`src/rtl/trim_nv_pkg.sv`:
```
`timescale 1ns/1ps
package trim_nv_pkg;

  // Opcode values decoded by the sequencer
  localparam logic [3:0] OP_RESTORE_NOW   = 4'd1;
  localparam logic [3:0] OP_SAVE_PRESET   = 4'd2;
  localparam logic [3:0] OP_STORE         = 4'd3;
  localparam logic [3:0] OP_RESTORE_TIMED = 4'd8;
  localparam logic [3:0] OP_READ_WORD     = 4'd9;
  localparam logic [3:0] OP_READ_WIPER    = 4'd10;
  localparam logic [3:0] OP_WRITE_WIPER   = 4'd11;

  typedef enum logic [2:0] {
    ST_BOOT,
    ST_IDLE,
    ST_SAVE,
    ST_LOAD,
    ST_READ,
    ST_HOLD
  } seq_state_e;

  function automatic int max3(input int a, input int b, input int c);
    int m;
    m = (a > b) ? a : b;
    return (m > c) ? m : c;
  endfunction

endpackage

```
`src/rtl/trim_nv_sync.sv`:
```
`timescale 1ns/1ps
module trim_nv_sync #(
  parameter int   STAGES  = 2,
  parameter logic RST_VAL = 1'b1
) (
  input  logic clk,
  input  logic rst_n,
  input  logic din,
  output logic dout
);
  logic [STAGES-1:0] chain_q;
  logic [STAGES-1:0] chain_nx;

  always_comb begin
    chain_nx = {chain_q[STAGES-2:0], din};
  end

  always_ff @(posedge clk or negedge rst_n) begin
    if (!rst_n) chain_q <= {STAGES{RST_VAL}};
    else        chain_q <= chain_nx;
  end

  assign dout = chain_q[STAGES-1];
endmodule

```
`src/rtl/trim_nv_store.sv`:
```
`timescale 1ns/1ps
module trim_nv_store #(
  parameter int               WIDTH       = 10,
  parameter int               ADDR_W      = 4,
  parameter logic [WIDTH-1:0] PRESET_INIT = '0
) (
  input  logic              clk,
  input  logic              rst_n,
  input  logic              we,
  input  logic [ADDR_W-1:0] waddr,
  input  logic [WIDTH-1:0]  wdata,
  input  logic [ADDR_W-1:0] raddr,
  output logic [WIDTH-1:0]  rdata,
  output logic [WIDTH-1:0]  preset
);
  localparam int WORDS = 1 << ADDR_W;

  logic [WIDTH-1:0] word_q [WORDS];

  for (genvar i = 0; i < WORDS; i++) begin : g_word
    localparam logic [WIDTH-1:0] INIT = (i == 0) ? PRESET_INIT : '0;
    logic             hit;
    logic [WIDTH-1:0] cell_q;

    assign hit = we && (waddr == ADDR_W'(i));

    always_ff @(posedge clk or negedge rst_n) begin
      if (!rst_n)   cell_q <= INIT;
      else if (hit) cell_q <= wdata;
    end

    assign word_q[i] = cell_q;
  end

  assign rdata  = word_q[raddr];
  assign preset = word_q[0];
endmodule

```
`src/rtl/trim_nv_ctrl.sv`:
```
`timescale 1ns/1ps
module trim_nv_ctrl
  import trim_nv_pkg::*;
#(
  parameter int WIDTH    = 10,
  parameter int ADDR_W   = 4,
  parameter int SAVE_CYC = 5000000,
  parameter int LOAD_CYC = 200,
  parameter int READ_CYC = 24
) (
  input  logic              clk,
  input  logic              rst_n,
  input  logic              cmd_valid,
  input  logic [3:0]        cmd_op,
  input  logic [ADDR_W-1:0] cmd_addr,
  input  logic [WIDTH-1:0]  cmd_data,
  input  logic              protect_n,
  input  logic              pin_s,
  input  logic [WIDTH-1:0]  preset_word,
  input  logic [WIDTH-1:0]  stored_word,
  output logic              we,
  output logic [ADDR_W-1:0] waddr,
  output logic [WIDTH-1:0]  wdata,
  output logic [WIDTH-1:0]  wiper,
  output logic              ready,
  output logic [WIDTH-1:0]  rd_data,
  output logic              rd_valid,
  output logic              dropped
);
  localparam logic [WIDTH-1:0] MID = WIDTH'(1) << (WIDTH - 1);
  localparam int CNT_MAX = max3(SAVE_CYC, LOAD_CYC, READ_CYC);
  localparam int CNT_W   = $clog2(CNT_MAX + 1);

  seq_state_e        state_q, state_nx;
  logic [CNT_W-1:0]  cnt_q, cnt_nx;
  logic [WIDTH-1:0]  wiper_q, wiper_nx;
  logic [WIDTH-1:0]  pend_word_q, pend_word_nx;
  logic [ADDR_W-1:0] pend_addr_q, pend_addr_nx;
  logic [WIDTH-1:0]  rd_data_q, rd_data_nx;
  logic              rd_valid_q, rd_valid_nx;
  logic              dropped_q, dropped_nx;
  logic              wr_ok;
  logic              idle;

  assign idle  = (state_q == ST_IDLE);
  assign wr_ok = protect_n;

  always_comb begin
    state_nx     = state_q;
    cnt_nx       = cnt_q;
    wiper_nx     = wiper_q;
    pend_word_nx = pend_word_q;
    pend_addr_nx = pend_addr_q;
    rd_data_nx   = rd_data_q;
    rd_valid_nx  = 1'b0;
    dropped_nx   = dropped_q | (cmd_valid && (!idle || !pin_s));
    we           = 1'b0;

    unique case (state_q)
      ST_BOOT, ST_LOAD: begin
        if (cnt_q == '0) begin
          wiper_nx = preset_word;
          state_nx = ST_IDLE;
        end else begin
          cnt_nx = cnt_q - 1'b1;
        end
      end
      ST_SAVE: begin
        if (cnt_q == '0) begin
          we       = 1'b1;
          state_nx = ST_IDLE;
        end else begin
          cnt_nx = cnt_q - 1'b1;
        end
      end
      ST_READ: begin
        if (cnt_q == '0) begin
          rd_data_nx  = pend_word_q;
          rd_valid_nx = 1'b1;
          state_nx    = ST_IDLE;
        end else begin
          cnt_nx = cnt_q - 1'b1;
        end
      end
      ST_HOLD: begin
        wiper_nx = MID;
        if (pin_s) begin
          state_nx = ST_LOAD;
          cnt_nx   = CNT_W'(LOAD_CYC - 1);
        end
      end
      default: begin // ST_IDLE
        if (!pin_s) begin
          wiper_nx = MID;
          state_nx = ST_HOLD;
        end else if (cmd_valid) begin
          case (cmd_op)
            OP_RESTORE_NOW: wiper_nx = preset_word;
            OP_SAVE_PRESET: begin
              if (wr_ok) begin
                pend_addr_nx = '0;
                pend_word_nx = wiper_q;
                state_nx     = ST_SAVE;
                cnt_nx       = CNT_W'(SAVE_CYC - 1);
              end
            end
            OP_STORE: begin
              if (wr_ok) begin
                pend_addr_nx = cmd_addr;
                pend_word_nx = (cmd_addr == '0) ? wiper_q : cmd_data;
                state_nx     = ST_SAVE;
                cnt_nx       = CNT_W'(SAVE_CYC - 1);
              end
            end
            OP_RESTORE_TIMED: begin
              state_nx = ST_LOAD;
              cnt_nx   = CNT_W'(LOAD_CYC - 1);
            end
            OP_READ_WORD: begin
              pend_word_nx = stored_word;
              state_nx     = ST_READ;
              cnt_nx       = CNT_W'(READ_CYC - 1);
            end
            OP_READ_WIPER: begin
              pend_word_nx = wiper_q;
              state_nx     = ST_READ;
              cnt_nx       = CNT_W'(READ_CYC - 1);
            end
            OP_WRITE_WIPER: begin
              if (wr_ok) wiper_nx = cmd_data;
            end
            default: ;
          endcase
        end
      end
    endcase
  end

  always_ff @(posedge clk or negedge rst_n) begin
    if (!rst_n) begin
      state_q     <= ST_BOOT;
      cnt_q       <= CNT_W'(LOAD_CYC - 1);
      wiper_q     <= '0;
      pend_word_q <= '0;
      pend_addr_q <= '0;
      rd_data_q   <= '0;
      rd_valid_q  <= 1'b0;
      dropped_q   <= 1'b0;
    end else begin
      state_q     <= state_nx;
      cnt_q       <= cnt_nx;
      wiper_q     <= wiper_nx;
      pend_word_q <= pend_word_nx;
      pend_addr_q <= pend_addr_nx;
      rd_data_q   <= rd_data_nx;
      rd_valid_q  <= rd_valid_nx;
      dropped_q   <= dropped_nx;
    end
  end

  assign waddr    = pend_addr_q;
  assign wdata    = pend_word_q;
  assign wiper    = wiper_q;
  assign ready    = idle;
  assign rd_data  = rd_data_q;
  assign rd_valid = rd_valid_q;
  assign dropped  = dropped_q;

  AST_HOLD_MIDSCALE: assert property (@(posedge clk) disable iff (!rst_n)
    (state_q == ST_HOLD) |-> (wiper_q == MID));

  AST_BUSY_WIPER_STABLE: assert property (@(posedge clk) disable iff (!rst_n)
    (state_q == ST_SAVE || state_q == ST_READ) |=> $stable(wiper_q));

  AST_BUSY_CMD_DROPS: assert property (@(posedge clk) disable iff (!rst_n)
    (cmd_valid && !ready) |=> dropped_q);

  AST_DROP_STICKY: assert property (@(posedge clk) disable iff (!rst_n)
    dropped_q |=> dropped_q);

  AST_PROTECT_BLOCKS: assert property (@(posedge clk) disable iff (!rst_n)
    (cmd_valid && ready && pin_s && !protect_n &&
     (cmd_op == OP_WRITE_WIPER || cmd_op == OP_SAVE_PRESET || cmd_op == OP_STORE))
    |=> (ready && $stable(wiper_q)));

  AST_RDVALID_IDLE: assert property (@(posedge clk) disable iff (!rst_n)
    rd_valid_q |-> ready);
endmodule

```
`src/rtl/trim_nv_seq.sv`:
```
`timescale 1ns/1ps
module trim_nv_seq #(
  parameter int WIDTH    = 10,
  parameter int ADDR_W   = 4,
  parameter int SAVE_CYC = 5000000,
  parameter int LOAD_CYC = 200,
  parameter int READ_CYC = 24
) (
  input  logic              clk,
  input  logic              rst_n,
  input  logic              cmd_valid,
  input  logic [3:0]        cmd_op,
  input  logic [ADDR_W-1:0] cmd_addr,
  input  logic [WIDTH-1:0]  cmd_data,
  input  logic              protect_n,
  input  logic              reload_n,
  output logic [WIDTH-1:0]  wiper,
  output logic              ready,
  output logic [WIDTH-1:0]  rd_data,
  output logic              rd_valid,
  output logic              dropped
);
  localparam logic [WIDTH-1:0] MID = WIDTH'(1) << (WIDTH - 1);

  logic              pin_s;
  logic              st_we;
  logic [ADDR_W-1:0] st_waddr;
  logic [WIDTH-1:0]  st_wdata;
  logic [WIDTH-1:0]  st_rdata;
  logic [WIDTH-1:0]  st_preset;

  trim_nv_sync #(.STAGES(2), .RST_VAL(1'b1)) u_pin_sync (
    .clk  (clk),
    .rst_n(rst_n),
    .din  (reload_n),
    .dout (pin_s)
  );

  trim_nv_store #(.WIDTH(WIDTH), .ADDR_W(ADDR_W), .PRESET_INIT(MID)) u_store (
    .clk   (clk),
    .rst_n (rst_n),
    .we    (st_we),
    .waddr (st_waddr),
    .wdata (st_wdata),
    .raddr (cmd_addr),
    .rdata (st_rdata),
    .preset(st_preset)
  );

  trim_nv_ctrl #(
    .WIDTH(WIDTH), .ADDR_W(ADDR_W),
    .SAVE_CYC(SAVE_CYC), .LOAD_CYC(LOAD_CYC), .READ_CYC(READ_CYC)
  ) u_ctrl (
    .clk        (clk),
    .rst_n      (rst_n),
    .cmd_valid  (cmd_valid),
    .cmd_op     (cmd_op),
    .cmd_addr   (cmd_addr),
    .cmd_data   (cmd_data),
    .protect_n  (protect_n),
    .pin_s      (pin_s),
    .preset_word(st_preset),
    .stored_word(st_rdata),
    .we         (st_we),
    .waddr      (st_waddr),
    .wdata      (st_wdata),
    .wiper      (wiper),
    .ready      (ready),
    .rd_data    (rd_data),
    .rd_valid   (rd_valid),
    .dropped    (dropped)
  );
endmodule

```
`config.mk`:
```
export PLATFORM = sky130hd
export DESIGN_NAME = trim_nv_seq
export DESIGN_NICKNAME = d
export VERILOG_FILES = /design/src/rtl/trim_nv_pkg.sv /design/src/rtl/trim_nv_sync.sv /design/src/rtl/trim_nv_store.sv /design/src/rtl/trim_nv_ctrl.sv /design/src/rtl/trim_nv_seq.sv
export SDC_FILE = /design/constraint.sdc
export NUM_CORES = 1
export LEC_CHECK = 0
export BUFFER_PORTS_ARGS = -buffer_cell sky130_fd_sc_hd__buf_2
export CORE_UTILIZATION = 59
export DETAILED_ROUTE_END_ITERATION = 16
export PLACE_DENSITY_LB_ADDON = 0.1
export REMOVE_ABC_BUFFERS = 1
export SLEW_MARGIN = 30
export SYNTH_ARGS = -nofsm -noshare
export SYNTH_HDL_FRONTEND = slang
export SYNTH_SLANG_ARGS = --single-unit
```
`constraint.sdc`:
```
create_clock -name clk -period 7.7 [get_ports clk]
set_input_delay 0 -clock clk [delete_from_list [all_inputs] [get_ports clk]]
set_output_delay 0 -clock clk [all_outputs]
set_load 0.005 [all_outputs]
```
Yosys cells after proc, flatten, opt, wreduce, memory -nomap -nowiden:

Cells that the tools add are included.

* output and inout port bits: 23
* bits of input ports: 23
* register bits after elaboration: 224

* multiplexer cells: 33
* order comparisons: 1
* add/subtract/negate cells: 1
* reduce and logical (&&, ||, !) cells: 41
* bitwise gates (word level): 4
* equal/unequal tests: 40

Operator list (count)
* $mux 23: 5
* $mux 10: 9
* $pmux 23 s3: 1
* $eq 4x4->1 const B: 12
* $pmux 23 s2: 1
* $bmux 10 s4: 1
* $pmux 10 s4: 1
* $pmux 10 s3: 1
* $logic_not 23->1: 1
* $sub 23x1->23 const B: 1
* $pmux 10 s2: 1
* $reduce_and 6->1: 3
* $logic_and 1x1->1: 17
* $eq 4x2->1 const B: 4
* $eq 4x3->1 const B: 4
* $mux 3: 5
* $reduce_and 5->1: 2
* $pmux 3 s3: 1
* $eq 4x1->1 const B: 2
* $logic_not 4->1: 2
* $mux 4: 2
* $ne 2x2->1 const B: 4
* $pmux 4 s2: 1
* $reduce_or 2->1: 4
* other kinds (27): 35

Longest topological paths before layout:

* word-level depth: 6
* depth in mapped cells: 10
* gate-level depth less buffers: 8

Modules after synthesis:

From an unflattened synthesis, not the netlist that was laid out.

* cell total of the unflattened synthesis: 819
* area total of the unflattened synthesis: 10772.8 µm²

By module, submodules not included
* trim_nv_store: area each 7203.2 µm², seq. area each 4005.1 µm², cells each 446, times used 1
* trim_nv_ctrl: area each 3517.1 µm², seq. area each 1557.7 µm², cells each 371, times used 1
* trim_nv_sync: area each 52.6 µm², seq. area each 52.6 µm², cells each 2, times used 1

Worst setup path before layout:

No wires, ideal clock.

* path kind: reg2reg
* start: register u_ctrl.cnt_q[9]
* end: register u_store.g_word[9].cell_q[8]
* arrival time: 2301 ps
* period minus slack after synthesis: 2426 ps
* path buffers: 2
* slack: 5274 ps
* stages on the path, launching flop included: 9
* cells stage by stage: dfrtp_1 or4_4 nor3_4 and4_1 buf_4 and4b_1 buf_6 nand2_8 mux2_4

* word-level cells in the longest chain between the ends: 4

Ends and longest elaborated chain
* start: declaration: line trim_nv_ctrl.sv:35 `logic [CNT_W-1:0] cnt_q, cnt_nx;`
* start signal: assignment: line trim_nv_ctrl.sv:142 `cnt_q <= CNT_W'(LOAD_CYC - 1);`
* start signal: assignment: line trim_nv_ctrl.sv:151 `cnt_q <= cnt_nx;`
* $logic_not 23->1: line trim_nv_ctrl.sv:69 `if (cnt_q == '0) begin`
* $mux 1: line trim_nv_ctrl.sv:69
* $mux 1: line trim_nv_ctrl.sv:59 `unique case (state_q)`
* $logic_and 1x1->1: line trim_nv_store.sv:25 `assign hit = we && (waddr == ADDR_W'(i));`
* end signal: assignment: line trim_nv_store.sv:29 `else if (hit) cell_q <= wdata;`
* end: declaration: line trim_nv_store.sv:23 `logic [WIDTH-1:0] cell_q;`

Every way passes these cells.
A chain may end at the register's enable or synchronous reset.

==> impl_metrics.prom <==
# TYPE chip_impl_metric gauge
chip_impl_info{name="outcome",value="complete, no violations"} 1
chip_impl_metric{name="tightestPinTransition",unit="ns"} 1.01
chip_impl_metric{name="syn_inst",unit=""} 860
chip_impl_metric{name="synthArstFlopShare",unit=""} 1.00
chip_impl_metric{name="slew-limit-headroom",unit=""} 0.326
chip_impl_metric{name="yosysTopAreaCellShare",unit=""} 0.484
chip_impl_metric{name="clock_skews",unit="ns"} 0.0148
chip_impl_metric{name="seqCellArea",unit="sq um"} 5620
chip_impl_metric{name="cap_viol_max_count",unit=""} 0
chip_impl_metric{name="syn_avg_cell_area",unit="sq um"} 13.0
chip_impl_metric{name="synthesis.yosys.warnings",unit=""} 0
chip_impl_metric{name="dpl_worst_slack",unit="ns"} 4.58
chip_impl_metric{name="die-area",unit="sq um"} 19500
chip_impl_metric{name="ys_types",unit=""} 66
chip_impl_metric{name="layout.filler_cells",unit=""} 1292
chip_impl_metric{name="finalCriticalPeriod",unit="ns"} 3.28
chip_impl_metric{name="clockBufferDepth",unit=""} 3
chip_impl_info{name="synthFlopType",value="dfrtp_1"} 1
chip_impl_metric{name="setup_total_negative_slack",unit="ns"} 0
chip_impl_metric{name="report.power.total",unit="mW"} 2.52
chip_impl_metric{name="die_width",unit="um"} 140
chip_impl_metric{name="finalSetupViolCount",unit=""} 0
chip_impl_metric{name="clock_insertion_delay_at_the_later_pin_of_the_skew_report",unit="ns"} 0.53
chip_impl_metric{name="fin_ws",unit="ns"} 4.42
chip_impl_metric{name="clkSlewWorstSetupHoldPaths",unit="ns"} 0.06
chip_impl_metric{name="worst-path-max-fanout",unit=""} 21
chip_impl_info{name="tritoncts",value="yes"} 1
chip_impl_metric{name="start_util",unit=""} 0.612
chip_impl_metric{name="place_hpwl",unit="mm"} 17.9
chip_impl_metric{name="peak_clock_frequency_supported_by_timing",unit="MHz"} 305
chip_impl_metric{name="globalplace.congestion",unit=""} 0.873
chip_impl_metric{name="drive_gt1_frac",unit=""} 0.320
chip_impl_metric{name="gr-usage-all-layers",unit=""} 0.292
chip_impl_metric{name="route.final.wire_length",unit="mm"} 27.2
chip_impl_metric{name="area.growth.synth_to_final",unit="%"} 12.3
chip_impl_metric{name="num_rows",unit=""} 49
chip_impl_metric{name="synth.yosys.seq_area_share",unit=""} 0.503
chip_impl_metric{name="antenna_found_initial",unit=""} 0
chip_impl_metric{name="multiInputGateArea",unit="sq um"} 5250
chip_impl_metric{name="drtPass1Iterations",unit=""} 5
chip_impl_metric{name="synth-seq-cells",unit=""} 224
chip_impl_metric{name="cts_num_sinks",unit=""} 224
chip_impl_info{name="timing.critical_path.from_type",value="flip-flop"} 1
chip_impl_info{name="clock-root-buffer",value="clkbuf_16"} 1
chip_impl_metric{name="final_min_period_over_clock_period",unit=""} 0.426
chip_impl_info{name="ys_top_cells_by_area",value="dfrtp_1 (48%), mux4_2 (10%), mux2_4 (6.7%)"} 1
chip_impl_metric{name="coreArea",unit="sq um"} 18300
chip_impl_metric{name="io_buffer_count",unit=""} 45
chip_impl_info{name="yosysMostFrequentCell",value="dfrtp_1"} 1
chip_impl_metric{name="pin_count_of_the_biggest_net_entering_global_routing",unit=""} 107
chip_impl_metric{name="worstPathArrival",unit="ns"} 3.69
chip_impl_info{name="hp-class",value="in2reg"} 1
chip_impl_metric{name="crit_required",unit="ns"} 8.11
chip_impl_metric{name="grt_pass1_vias",unit=""} 7647
chip_impl_info{name="rsz0062_at_grt",value="no"} 1
chip_impl_metric{name="ir_worst_vdd",unit="mV"} 0.159
chip_impl_metric{name="finalHoldViolCount",unit=""} 0
chip_impl_metric{name="pwr_density_cell",unit="nW/um^2"} 201
chip_impl_info{name="path_class",value="reg2reg"} 1
chip_impl_metric{name="first_iter_violations",unit=""} 581
chip_impl_metric{name="routed_wire_length_per_instance",unit="um"} 23.8
chip_impl_metric{name="n_antenna_cell",unit=""} 0
chip_impl_metric{name="drcViolationCount",unit=""} 0
chip_impl_metric{name="fp.dieH",unit="um"} 140
chip_impl_info{name="cp-end-kind",value="flip-flop"} 1
chip_impl_metric{name="tritoncts.num_buffers",unit=""} 24
chip_impl_metric{name="ant_nets",unit=""} 0
chip_impl_info{name="synth_area_leader_cell",value="dfrtp_1"} 1
chip_impl_metric{name="nets",unit=""} 919
chip_impl_metric{name="route.vias.total",unit=""} 7493
chip_impl_metric{name="vias_per_cell",unit=""} 6.56
chip_impl_metric{name="final_max_slew_viol_count",unit=""} 0
chip_impl_metric{name="grt_overflow",unit=""} 0
chip_impl_info{name="synth_common_cells",value="dfrtp_1 (216), nand2_1 (70), mux2_2 (61)"} 1
chip_impl_metric{name="grt_pass1_wl",unit="mm"} 43.6
chip_impl_metric{name="cts.htree.levels",unit=""} 1
chip_impl_metric{name="syn-cell-area",unit="sq um"} 11200
chip_impl_metric{name="p_leak",unit="nW"} 6.11
chip_impl_metric{name="pin_count",unit=""} 46
chip_impl_metric{name="synth-edff-count",unit=""} 0
==> worst paths after layout <==
kind / startpoint / to / slack, ns / cells past startpoint
worst max register to register: u_ctrl.cnt_q[1] / u_ctrl.waddr[2] / 4.42 / 9
worst min register to register: u_pin_sync.chain_q[0] / u_pin_sync.chain_q[1] / 0.36 / 0
max in group asynchronous: rst_n / u_store.g_word[11].cell_q[8] / 6.20 / 3
worst max-delay path: u_ctrl.cnt_q[1] / u_ctrl.waddr[2] / 4.42 / 9
worst min-delay path: cmd_addr[3] / u_ctrl.waddr[3] / 0.02 / 3
min in group asynchronous: rst_n / u_ctrl.rd_data[0] / 0.09 / 2
==> sequential cells by signal, indices dropped and copies added, names as in the netlist <==
signal,count
u_store.g_word.cell_q,150
u_ctrl.cnt_q,23
u_ctrl.rd_data,10
u_ctrl.wdata,10
u_ctrl.wiper,10
u_store.preset,10
u_ctrl.waddr,4
u_ctrl.state_q,3
u_pin_sync.chain_q,2
u_ctrl.dropped,1
u_ctrl.rd_valid,1
==> layout by cell type (no fill, tap or decap), types with 3 or more instances in the layout <==
| master | n |
|---|---|
| a211oi_1 | 4 |
| dlygate4sd3_1 | 16 |
| a21oi_1 | 23 |
| a31oi_1 | 5 |
| a22oi_1 | 10 |
| dfstp_2 | 8 |
| o21ai_0 | 48 |
| a22o_1 | 10 |
| bufinv_16 | 4 |
| inv_1 | 17 |
| nor4_1 | 8 |
| nor2_1 | 36 |
| nand3_1 | 13 |
| nand2_1 | 70 |
| nand2b_1 | 3 |
| o21a_1 | 3 |
| mux2_2 | 61 |
| clkinv_2 | 6 |
| o22ai_1 | 4 |
| mux2_1 | 51 |
| nand4_1 | 7 |
| clkbuf_16 | 24 |
| mux2i_1 | 10 |
| dfrtp_1 | 216 |
| a21o_1 | 4 |
| nor2b_1 | 4 |
| mux4_2 | 50 |
| buf_2 | 44 |
| nand2_4 | 8 |
| clkbuf_8 | 6 |
| and4b_1 | 3 |
| nand2_8 | 4 |
| and3_1 | 6 |
| o21ai_1 | 3 |
| nor3_1 | 16 |
| buf_4 | 8 |
| mux2_4 | 50 |
==> logic make-up after synthesis <==
family	synth area share
adder cells (fa/ha/maj)	0.00112
multiplexers	0.290
AND/OR/NAND/NOR	0.101
buffers and inverters	0.0307
XOR/XNOR	0.00157
flip-flops	0.503
AO/OA/AOI/OAI	0.0732
==> layout make-up <==
type | instances | area share
multi-input combinational | 559 | 0.419
inverter | 17 | 0.00509
tap | 229 | 0.0228
sequential | 224 | 0.448
clock buffer | 31 | 0.0548
timing repair buffer | 69 | 0.0363
clock inverter | 13 | 0.0148
==> worst max-delay path, cell delays in order, from the launching register on <==
cell and delay [ns]:
dfstp_2 0.38, inv_1 0.07, ha_1 0.21, nor4b_1 0.54
nand4_1 0.41, o21a_1 0.45, o21a_4 0.37, nand4_1 0.12
dlygate4sd3_1 0.55, nand2_1 0.06
==> report_power, final <==
part           total [mW]  switching, mW  internal (mW)
Combinational      0.0810         0.0548         0.0262
Sequential           1.18        0.00201           1.18
Clock                1.26          0.490          0.767
Total                2.52          0.547           1.97
==> metal layers <==
metal  global-route usage  share of wire
met1                0.408           0.43
met2                0.468           0.48
met5                    0              0
met3               0.0540          0.065
met4               0.0931          0.028
==> metrics by stage <==
stage	instances	utilization	hold WS (ns)	area [sq um]
6_report	1142	0.687	0.0172	12500
3_5_place_dp	1082	0.630	0.0891	11500
2_1_floorplan	800	-	-0.296	10900
5_1_grt	1142	0.687	0.0522	12500
4_1_cts	1142	0.686	0.0201	12500
3_3_place_gp	1082	0.629	0.0748	11500
==> timing repair <==
item,4_1_cts,5_1_grt
hold buffers,16,0
gates resized for setup,0,0
hold endpoints to repair,130,0
setup buffers,0,0
setup endpoints to repair,0,0
(Power assumes the default switching activity.)
